==> config.mk <==
export PLATFORM = sky130hd
export DESIGN_NAME = banked_regfile
export DESIGN_NICKNAME = d
export VERILOG_FILES = /design/src/rtl/banked_regfile_pkg.sv /design/src/rtl/brf_bank_map.sv /design/src/rtl/brf_store.sv /design/src/rtl/brf_psr.sv /design/src/rtl/banked_regfile.sv
export SDC_FILE = /design/constraint.sdc
export NUM_CORES = 2
export LEC_CHECK = 0
export ABC_AREA = 1
export BUFFER_PORTS_ARGS = -buffer_cell sky130_fd_sc_hd__buf_2
export CORE_MARGIN = 1
export CORE_UTILIZATION = 31
export DETAILED_ROUTE_END_ITERATION = 7
export GPL_ROUTABILITY_DRIVEN = 0
export PLACE_DENSITY_LB_ADDON = 0.25
export SLEW_MARGIN = 30
export SYNTH_ARGS = -nofsm -noshare
export SYNTH_HDL_FRONTEND = slang
export SYNTH_SLANG_ARGS = --single-unit
==> constraint.sdc <==
create_clock -name clk -period 17.03 [get_ports clk]
set_clock_uncertainty 0.1 [all_clocks]
set_input_delay 3.406 -clock clk [delete_from_list [all_inputs] [get_ports clk]]
set_output_delay 3.406 -clock clk [all_outputs]
set_load 0.005 [all_outputs]
==> src/rtl/banked_regfile_pkg.sv <==
package banked_regfile_pkg;

  localparam int IDX_W      = 4;
  localparam int PHYS_DEPTH = 31;
  localparam int PHYS_AW    = $clog2(PHYS_DEPTH);
  localparam int PSR_SLOTS  = 5;
  localparam int PSR_AW     = $clog2(PSR_SLOTS);

  typedef enum logic [2:0] {
    BK_USR = 3'd0,
    BK_FIQ = 3'd1,
    BK_IRQ = 3'd2,
    BK_SVC = 3'd3,
    BK_ABT = 3'd4,
    BK_UND = 3'd5,
    BK_SYS = 3'd6,
    BK_NUL = 3'd7
  } bank_e;

  typedef struct packed {
    logic               live;
    logic [PHYS_AW-1:0] addr;
  } slot_t;

  // Sparse code-to-bank table for the low five mode bits.
  function automatic bank_e bank_of_code(input logic [4:0] code);
    bank_e b;
    case (code)
      5'd0,  5'd16: b = BK_USR;
      5'd1,  5'd17: b = BK_FIQ;
      5'd2,  5'd18: b = BK_IRQ;
      5'd3,  5'd19: b = BK_SVC;
      5'd23:        b = BK_ABT;
      5'd27:        b = BK_UND;
      5'd31:        b = BK_SYS;
      default:      b = BK_NUL;
    endcase
    return b;
  endfunction

  // Physical map: 0-7 common, 8 = index 15, 9-13 shared 8-12,
  // 14-20 fast-interrupt 8-14, 21.. pairs of 13/14 per bank.
  function automatic slot_t slot_of(input bank_e b, input logic [IDX_W-1:0] idx);
    slot_t              s;
    logic [PHYS_AW-1:0] x;
    x      = PHYS_AW'(idx);
    s.live = 1'b1;
    s.addr = '0;
    if (idx < 4'd8) begin
      s.addr = x;
    end else if (idx == 4'd15) begin
      s.addr = PHYS_AW'(8);
    end else if (b == BK_NUL) begin
      s.live = 1'b0;
    end else if (b == BK_FIQ) begin
      s.addr = x + PHYS_AW'(6);
    end else if (idx < 4'd13) begin
      s.addr = x + PHYS_AW'(1);
    end else begin
      case (b)
        BK_IRQ:  s.addr = x + PHYS_AW'(10);
        BK_SVC:  s.addr = x + PHYS_AW'(12);
        BK_ABT:  s.addr = x + PHYS_AW'(14);
        BK_UND:  s.addr = x + PHYS_AW'(16);
        default: s.addr = x + PHYS_AW'(8);
      endcase
    end
    return s;
  endfunction

  function automatic logic has_psr(input bank_e b);
    return (b == BK_FIQ) || (b == BK_IRQ) || (b == BK_SVC) ||
           (b == BK_ABT) || (b == BK_UND);
  endfunction

  function automatic logic [PSR_AW-1:0] psr_slot(input bank_e b);
    logic [2:0] t;
    t = 3'(b) - 3'd1;
    return PSR_AW'(t);
  endfunction

endpackage

==> src/rtl/brf_bank_map.sv <==
module brf_bank_map
  import banked_regfile_pkg::*;
#(
  parameter int MODE_W = 5
) (
  input  logic [MODE_W-1:0] mode_i,
  output bank_e             bank_o
);

  logic [MODE_W+4:0] ext;
  logic              high_set;

  always_comb begin
    ext      = {5'b0, mode_i};
    high_set = |(ext >> 5);
    bank_o   = high_set ? BK_NUL : bank_of_code(ext[4:0]);
  end

endmodule

==> src/rtl/brf_store.sv <==
module brf_store #(
  parameter int DW    = 32,
  parameter int DEPTH = 31,
  parameter int AW    = 5,
  parameter int NRD   = 3
) (
  input  logic          clk,
  input  logic          rst,
  input  logic          pri_we,
  input  logic [AW-1:0] pri_addr,
  input  logic [DW-1:0] pri_data,
  input  logic          sec_we,
  input  logic [AW-1:0] sec_addr,
  input  logic [DW-1:0] sec_data,
  input  logic [NRD-1:0] rd_en,
  input  logic [NRD-1:0] rd_live,
  input  logic [AW-1:0] rd_addr [NRD],
  output logic [DW-1:0] rd_q    [NRD]
);

  logic [DW-1:0] mem [DEPTH];
  logic          sec_blocked;

  assign sec_blocked = pri_we && (pri_addr == sec_addr);

  always_ff @(posedge clk) begin
    if (sec_we && !sec_blocked) mem[sec_addr] <= sec_data;
    if (pri_we)                 mem[pri_addr] <= pri_data;
  end

  for (genvar g = 0; g < NRD; g++) begin : g_rd
    always_ff @(posedge clk) begin
      if (rst) begin
        rd_q[g] <= '0;
      end else if (rd_en[g]) begin
        rd_q[g] <= rd_live[g] ? mem[rd_addr[g]] : '0;
      end
    end
  end

endmodule

==> src/rtl/brf_psr.sv <==
module brf_psr
  import banked_regfile_pkg::*;
#(
  parameter int DW = 32
) (
  input  logic          clk,
  input  logic          rst,
  input  logic          we,
  input  logic          re,
  input  bank_e         bank,
  input  logic [DW-1:0] wdata,
  input  logic [DW-1:0] status_i,
  output logic [DW-1:0] rdata
);

  logic [DW-1:0] saved [PSR_SLOTS];
  logic          owns;

  assign owns = has_psr(bank);

  always_ff @(posedge clk) begin
    if (we && owns) saved[psr_slot(bank)] <= wdata;
  end

  always_ff @(posedge clk) begin
    if (rst) begin
      rdata <= '0;
    end else if (re) begin
      rdata <= owns ? saved[psr_slot(bank)] : status_i;
    end
  end

endmodule

==> src/rtl/banked_regfile.sv <==
module banked_regfile
  import banked_regfile_pkg::*;
#(
  parameter int DW         = 32,
  parameter int MODE_W     = 5,
  parameter int RESET_MODE = 19
) (
  input  logic              clk,
  input  logic              rst,
  input  logic              mode_set,
  input  logic [MODE_W-1:0] mode_new,
  output logic [MODE_W-1:0] mode_o,
  input  logic [IDX_W-1:0]  rd_a_idx,
  output logic [DW-1:0]     rd_a_data,
  input  logic [IDX_W-1:0]  rd_b_idx,
  output logic [DW-1:0]     rd_b_data,
  input  logic              wr_en,
  input  logic [IDX_W-1:0]  wr_idx,
  input  logic [DW-1:0]     wr_data,
  input  logic              dbg_en,
  input  logic              dbg_we,
  input  logic              dbg_psr,
  input  logic [MODE_W-1:0] dbg_mode,
  input  logic [IDX_W-1:0]  dbg_idx,
  input  logic [DW-1:0]     dbg_wdata,
  output logic [DW-1:0]     dbg_rdata,
  input  logic [DW-1:0]     status_i
);

  localparam int NMAP = 2;
  localparam int NRD  = 3;

  logic [MODE_W-1:0] mode_q;
  logic [MODE_W-1:0] map_mode [NMAP];
  bank_e             map_bank [NMAP];
  bank_e             core_bank;
  bank_e             dbg_bank;

  slot_t wr_slot, a_slot, b_slot, d_slot;

  logic [NRD-1:0]     rd_en;
  logic [NRD-1:0]     rd_live;
  logic [PHYS_AW-1:0] rd_addr [NRD];
  logic [DW-1:0]      rd_q    [NRD];

  logic          dbg_rd, dbg_wr;
  logic          dbg_sel_psr_q;
  logic [DW-1:0] psr_q;

  // Current mode register.
  always_ff @(posedge clk) begin
    if (rst)           mode_q <= MODE_W'(RESET_MODE);
    else if (mode_set) mode_q <= mode_new;
  end
  assign mode_o = mode_q;

  // Bank decoders: index 0 follows the current mode, index 1 the debug mode.
  assign map_mode[0] = mode_q;
  assign map_mode[1] = dbg_mode;

  for (genvar g = 0; g < NMAP; g++) begin : g_map
    brf_bank_map #(.MODE_W(MODE_W)) u_map (
      .mode_i (map_mode[g]),
      .bank_o (map_bank[g])
    );
  end

  assign core_bank = map_bank[0];
  assign dbg_bank  = map_bank[1];

  always_comb begin
    wr_slot = slot_of(core_bank, wr_idx);
    a_slot  = slot_of(core_bank, rd_a_idx);
    b_slot  = slot_of(core_bank, rd_b_idx);
    d_slot  = slot_of(dbg_bank,  dbg_idx);
  end

  assign dbg_rd = dbg_en && !dbg_we;
  assign dbg_wr = dbg_en &&  dbg_we;

  assign rd_en      = {dbg_rd && !dbg_psr, 1'b1, 1'b1};
  assign rd_live    = {d_slot.live, b_slot.live, a_slot.live};
  assign rd_addr[0] = a_slot.addr;
  assign rd_addr[1] = b_slot.addr;
  assign rd_addr[2] = d_slot.addr;

  brf_store #(
    .DW    (DW),
    .DEPTH (PHYS_DEPTH),
    .AW    (PHYS_AW),
    .NRD   (NRD)
  ) u_store (
    .clk      (clk),
    .rst      (rst),
    .pri_we   (wr_en && wr_slot.live),
    .pri_addr (wr_slot.addr),
    .pri_data (wr_data),
    .sec_we   (dbg_wr && !dbg_psr && d_slot.live),
    .sec_addr (d_slot.addr),
    .sec_data (dbg_wdata),
    .rd_en    (rd_en),
    .rd_live  (rd_live),
    .rd_addr  (rd_addr),
    .rd_q     (rd_q)
  );

  brf_psr #(.DW(DW)) u_psr (
    .clk      (clk),
    .rst      (rst),
    .we       (dbg_wr && dbg_psr),
    .re       (dbg_rd && dbg_psr),
    .bank     (dbg_bank),
    .wdata    (dbg_wdata),
    .status_i (status_i),
    .rdata    (psr_q)
  );

  always_ff @(posedge clk) begin
    if (rst)         dbg_sel_psr_q <= 1'b0;
    else if (dbg_rd) dbg_sel_psr_q <= dbg_psr;
  end

  assign rd_a_data = rd_q[0];
  assign rd_b_data = rd_q[1];
  assign dbg_rdata = dbg_sel_psr_q ? psr_q : rd_q[2];

endmodule

==> results.md <==
| Step | Item | Reported |
| --- | --- | --- |
| status | Run status | finished with violations |
| status | Violations in the final reports | DRC |
| route | Remaining routing DRC violations | 1 |
| power and ir drop | Largest voltage drop on the vdd net | 0.07333 mV |
| place | Detailed-placement wirelength estimate | 252700 µm |
| logic synthesis | Most numerous cell in the Yosys netlist | sky130_fd_sc_hd__nand2_1 |
| setup path | CP endpoint kind | flip-flop |
| logic synthesis | Post-synthesis cell count | 12.21k |
| sta | Max Slew Vio Count | 0 |
| floorplanning | Starting utilization of the core area | 31.16% |
| logic synthesis | Count of unique library cells instantiated by Yosys | 47 |
| floorplanning | Overall die area | 276900 µm² |
| logic synthesis | Cell area after synthesis | 85180 µm² |
| logic synthesis | Number of nets produced by synthesis | 12.37k |
| cells and area | Flip-flop and latch area | 37340 µm² |
| clock network | Number of levels in the clock H-tree | 4 |
| sta | Worst path setup slack after routing | 7228 ps |
| place | Post-placement worst setup slack | 6642 ps |
| sta | Max Fclk | 0.1020 GHz |
| route | DR vias/cell | 5.604 |
| logic synthesis | Fraction of synthesis flops using an asynchronous set or reset pin | 0% |
| cells and area | Multi-input gate area in the final layout | 40690 µm² |
| clock network | Later-pin clock latency in the skew report | 910 ps |
| clock network | Clock tree from TritonCTS | done |
| logic synthesis | Synthesized area per cell | 6.979 µm² |
| clock network | Total number of clock tree sinks | 1289 |
| logic synthesis | Proportion of netlist area held by the largest area contributor | 40.61% |
| setup path | Kind of critical path | primary input to flip-flop |
| sta | Max-slew headroom at the worst pin | 28.11% |
| setup path | Worst Path Max Fanout | 45 |
| floorplanning | Die height | 526.2 µm |
| clock network | Root buffer cell | sky130_fd_sc_hd__clkbuf_16 |
| setup path | FF-to-FF setup slack | 10980 ps |
| clock network | Hold-fix buffers at CTS | 0 |
| global routing | First-pass GRT wire length | 581000 µm |
| setup path | Reg-to-reg endpoint | u_store.rd_q[65] |
| cells and area | Fraction of layout instances using a drive strength above 1 | 7.352% |
| sta | Number of failing setup endpoints in the final timing report | 0 |
| clock network | Resized Gates After CTS | 0 |
| logic synthesis | Most area-consuming cells after synthesis | sky130_fd_sc_hd__edfxtp_1, sky130_fd_sc_hd__nand2_1, sky130_fd_sc_hd__o21ai_0 |
| clock network | Clock Tree Buf Depth | 4 |
| route | First-pass iteration count of the detailed router | 8 |
| floorplanning | Count of pins on the block boundary | 230 |
| sta | Final-layout setup total negative slack | 0 ps |
| global routing | Residual overflow from global routing | 0 |
| clock network | Worst-path clk slew | 60 ps |
| floorplanning | Core area | 273400 µm² |
| worst hold path | Worst hold stages | 2 |
| floorplanning | Core Rows | 192 |
| worst hold path | Min-delay worst type | flip-flop to flip-flop |
| cells and area | Number of nets in the final layout | 11.82k |
| setup path | Source of the worst register-to-register timing path | g_map[0].u_map.bank_o[2] |
| cells and area | Total of fill cells in the finished design | 29.11k |
| global routing | Via count of the first global-routing pass | 74.90k |
| logic synthesis | Ranking of synthesized cells by instance count | sky130_fd_sc_hd__nand2_1, sky130_fd_sc_hd__o21ai_0, sky130_fd_sc_hd__edfxtp_1, sky130_fd_sc_hd__nand3_1, sky130_fd_sc_hd__inv_1 |
| clock network | TritonCTS buffer count | 168 |
| worst hold path | WHS Endpoint | u_store.rd_q[9] |
| flow run | Max-capacitance violation count | 0 |
| floorplanning | Width of the die | 526.2 µm |
| power and ir drop | PD cells | 103.2 nW/µm² |
| cells and area | Layout area overhead | 9.715% |
| route | Via Count | 86.24k |
| route | Wirelength per Cell | 27.18 µm |
| logic synthesis | EDFF count, synth | 1152 |
| logic synthesis | Sequential area share after synthesis | 43.83% |
| route | Routed wire length | 418300 µm |
| setup path | Critical path required time | 17370 ps |
| logic synthesis | Number of synthesis warnings | 0 |
| global routing | All-Layer GR Usage | 29.12% |
| route | Count of routing violations after the opening detailed-route iteration | 13.92k |
| sta | Final critical path time including I/O delays and setup | 9802 ps |
| route | Number of nets with antenna violations after detailed routing | 0 |
| setup path | Number of cell instances on the worst register-to-register path | 18 |
| place | Port-buffer cells | 229 |
| sta | Unrepaired setup endpoints after global routing | no |
| global routing | Pin count of the biggest net entering global routing | 188 |
| power and ir drop | Total power | 9.645 mW |
| logic synthesis | Cell taking the most area after synthesis | sky130_fd_sc_hd__edfxtp_1 |
| power and ir drop | Leakage | 39.55 nW |
| worst hold path | Beginning of the worst hold path | u_store.rd_q[9] |
| logic synthesis | Most used flip-flop cell after synthesis | sky130_fd_sc_hd__edfxtp_1 |
| setup path | Arrival time worst endpoint | 10140 ps |
| sta | Portion of the clock cycle consumed by the worst path in the final layout | 57.56% |
| logic synthesis | Flip-flop and latch count after synthesis | 1289 |
| global routing | Initial antenna violation count | 46 |
| sta | Worst Tran Pin Value | 1078 ps |
| sta | Fin. Hold Viols | 0 |
| setup path | CP startpoint | dbg_mode[2] |
| clock network | Post CTS Setup Buffer Count | 0 |
| setup path | Nature of the critical path startpoint | primary input |
## power breakdown
part / internal, mW / switching (mW)
Combinational: 0.570 / 1.85
Sequential: 3.55 / 0.0492
Clock: 2.09 / 1.53
## worst max-delay path by stage
stage                         end  slack (ps)
3_3_place_gp   u_store.mem[8][29]        6270
5_1_grt        u_store.mem[8][14]        7060
4_1_cts        u_store.mem[8][14]        7470
2_1_floorplan   u_psr.saved[4][0]        8650
6_report       u_store.mem[8][14]        7230
3_5_place_dp   u_store.mem[8][29]        6640
## through the flow
stage | cells | hold slack [ps] | instance area (µm²) | utilization, %
after floorplan | 12205 | 326.2 | 85180 | -
after global placement | 15058 | 363.1 | 87610 | 32.05
after detailed placement | 15069 | 353.7 | 87930 | 32.16
after CTS | 15364 | 371.9 | 93270 | 34.12
after global routing | 15370 | 408.6 | 93410 | 34.17
final | 15389 | 378.4 | 93450 | 34.18
## cell families (layout without fill, tap and decap cells)
group	after synthesis	after routing	synth area share (%)
simple gates	6299	6299	29.51
xor+xnor	9	9	0.09253
other cells	0	21	0
fa+ha+maj	37	37	0.5788
buf+inv	1788	1362	9.311
compound gates	2783	2783	16.68
flops	1289	1289	43.83
## worst max-delay path: stages
cell and delay [ps]:
sky130_fd_sc_hd__buf_2 150, sky130_fd_sc_hd__inv_2 90, sky130_fd_sc_hd__nand2_2 110, sky130_fd_sc_hd__o21ai_0 130, sky130_fd_sc_hd__inv_1 110, sky130_fd_sc_hd__a21oi_4 110, sky130_fd_sc_hd__buf_4 390, sky130_fd_sc_hd__buf_4 430
sky130_fd_sc_hd__inv_2 80, sky130_fd_sc_hd__ha_1 240, sky130_fd_sc_hd__nand2_1 110, sky130_fd_sc_hd__nand2_1 110, sky130_fd_sc_hd__a211oi_1 470, sky130_fd_sc_hd__nand2_1 230, sky130_fd_sc_hd__nand2_4 670, sky130_fd_sc_hd__buf_4 490
sky130_fd_sc_hd__buf_4 530, sky130_fd_sc_hd__nand2_1 90, sky130_fd_sc_hd__nand2_1 90, sky130_fd_sc_hd__a21oi_1 50, sky130_fd_sc_hd__nand2_2 550, sky130_fd_sc_hd__nand3_1 170, sky130_fd_sc_hd__nand2_2 640, sky130_fd_sc_hd__buf_4 570
## registers in the layout, indices dropped and copies added, names as in the netlist
register and cells:
u_store.mem 992, mode_o 5, u_psr.rdata 32, u_psr.saved 160, dbg_sel_psr_q 1, g_map.u_map.bank_o 3
u_store.rd_q 96
## placed cells by master (no fill, tap or decap), drive strengths merged, types with 21 or more instances in the layout
| cell type | n |
|---|---|
| a21oi | 98 |
| a31oi | 28 |
| buf | 431 |
| clkbuf | 215 |
| clkinv | 60 |
| dfxtp | 137 |
| diode | 21 |
| edfxtp | 1152 |
| ha | 33 |
| inv | 634 |
| nand2 | 4709 |
| nand3 | 969 |
| nor2 | 581 |
| o21ai | 2607 |
| o221ai | 33 |
## layer usage
| layer | share of wire (%) | vias to the layer above | track usage, % | wire, µm |
|---|---|---|---|---|
| li1 | - | 39108 | - | - |
| met5 | 0.033 | - | 0 | 138 |
| met4 | 5.5 | 20 | 14.38 | 23210 |
| met2 | 42 | 6006 | 42.91 | 175100 |
| met3 | 13 | 994 | 6.405 | 53860 |
| met1 | 40 | 40115 | 39.97 | 166000 |
## final cells by class
| cell class | instances | area share (%) |
|---|---|---|
| Multi-Input combinational cell | 9128 | 43.54 |
| Sequential cell | 1289 | 39.95 |
| Clock buffer | 215 | 4.818 |
| Tap cell | 3589 | 4.805 |
| Timing Repair Buffer | 431 | 3.354 |
| Inverter | 636 | 2.575 |
| Clock inverter | 80 | 0.9010 |
| Antenna cell | 21 | 0.05623 |
Power figures use the tool's default switching activity.
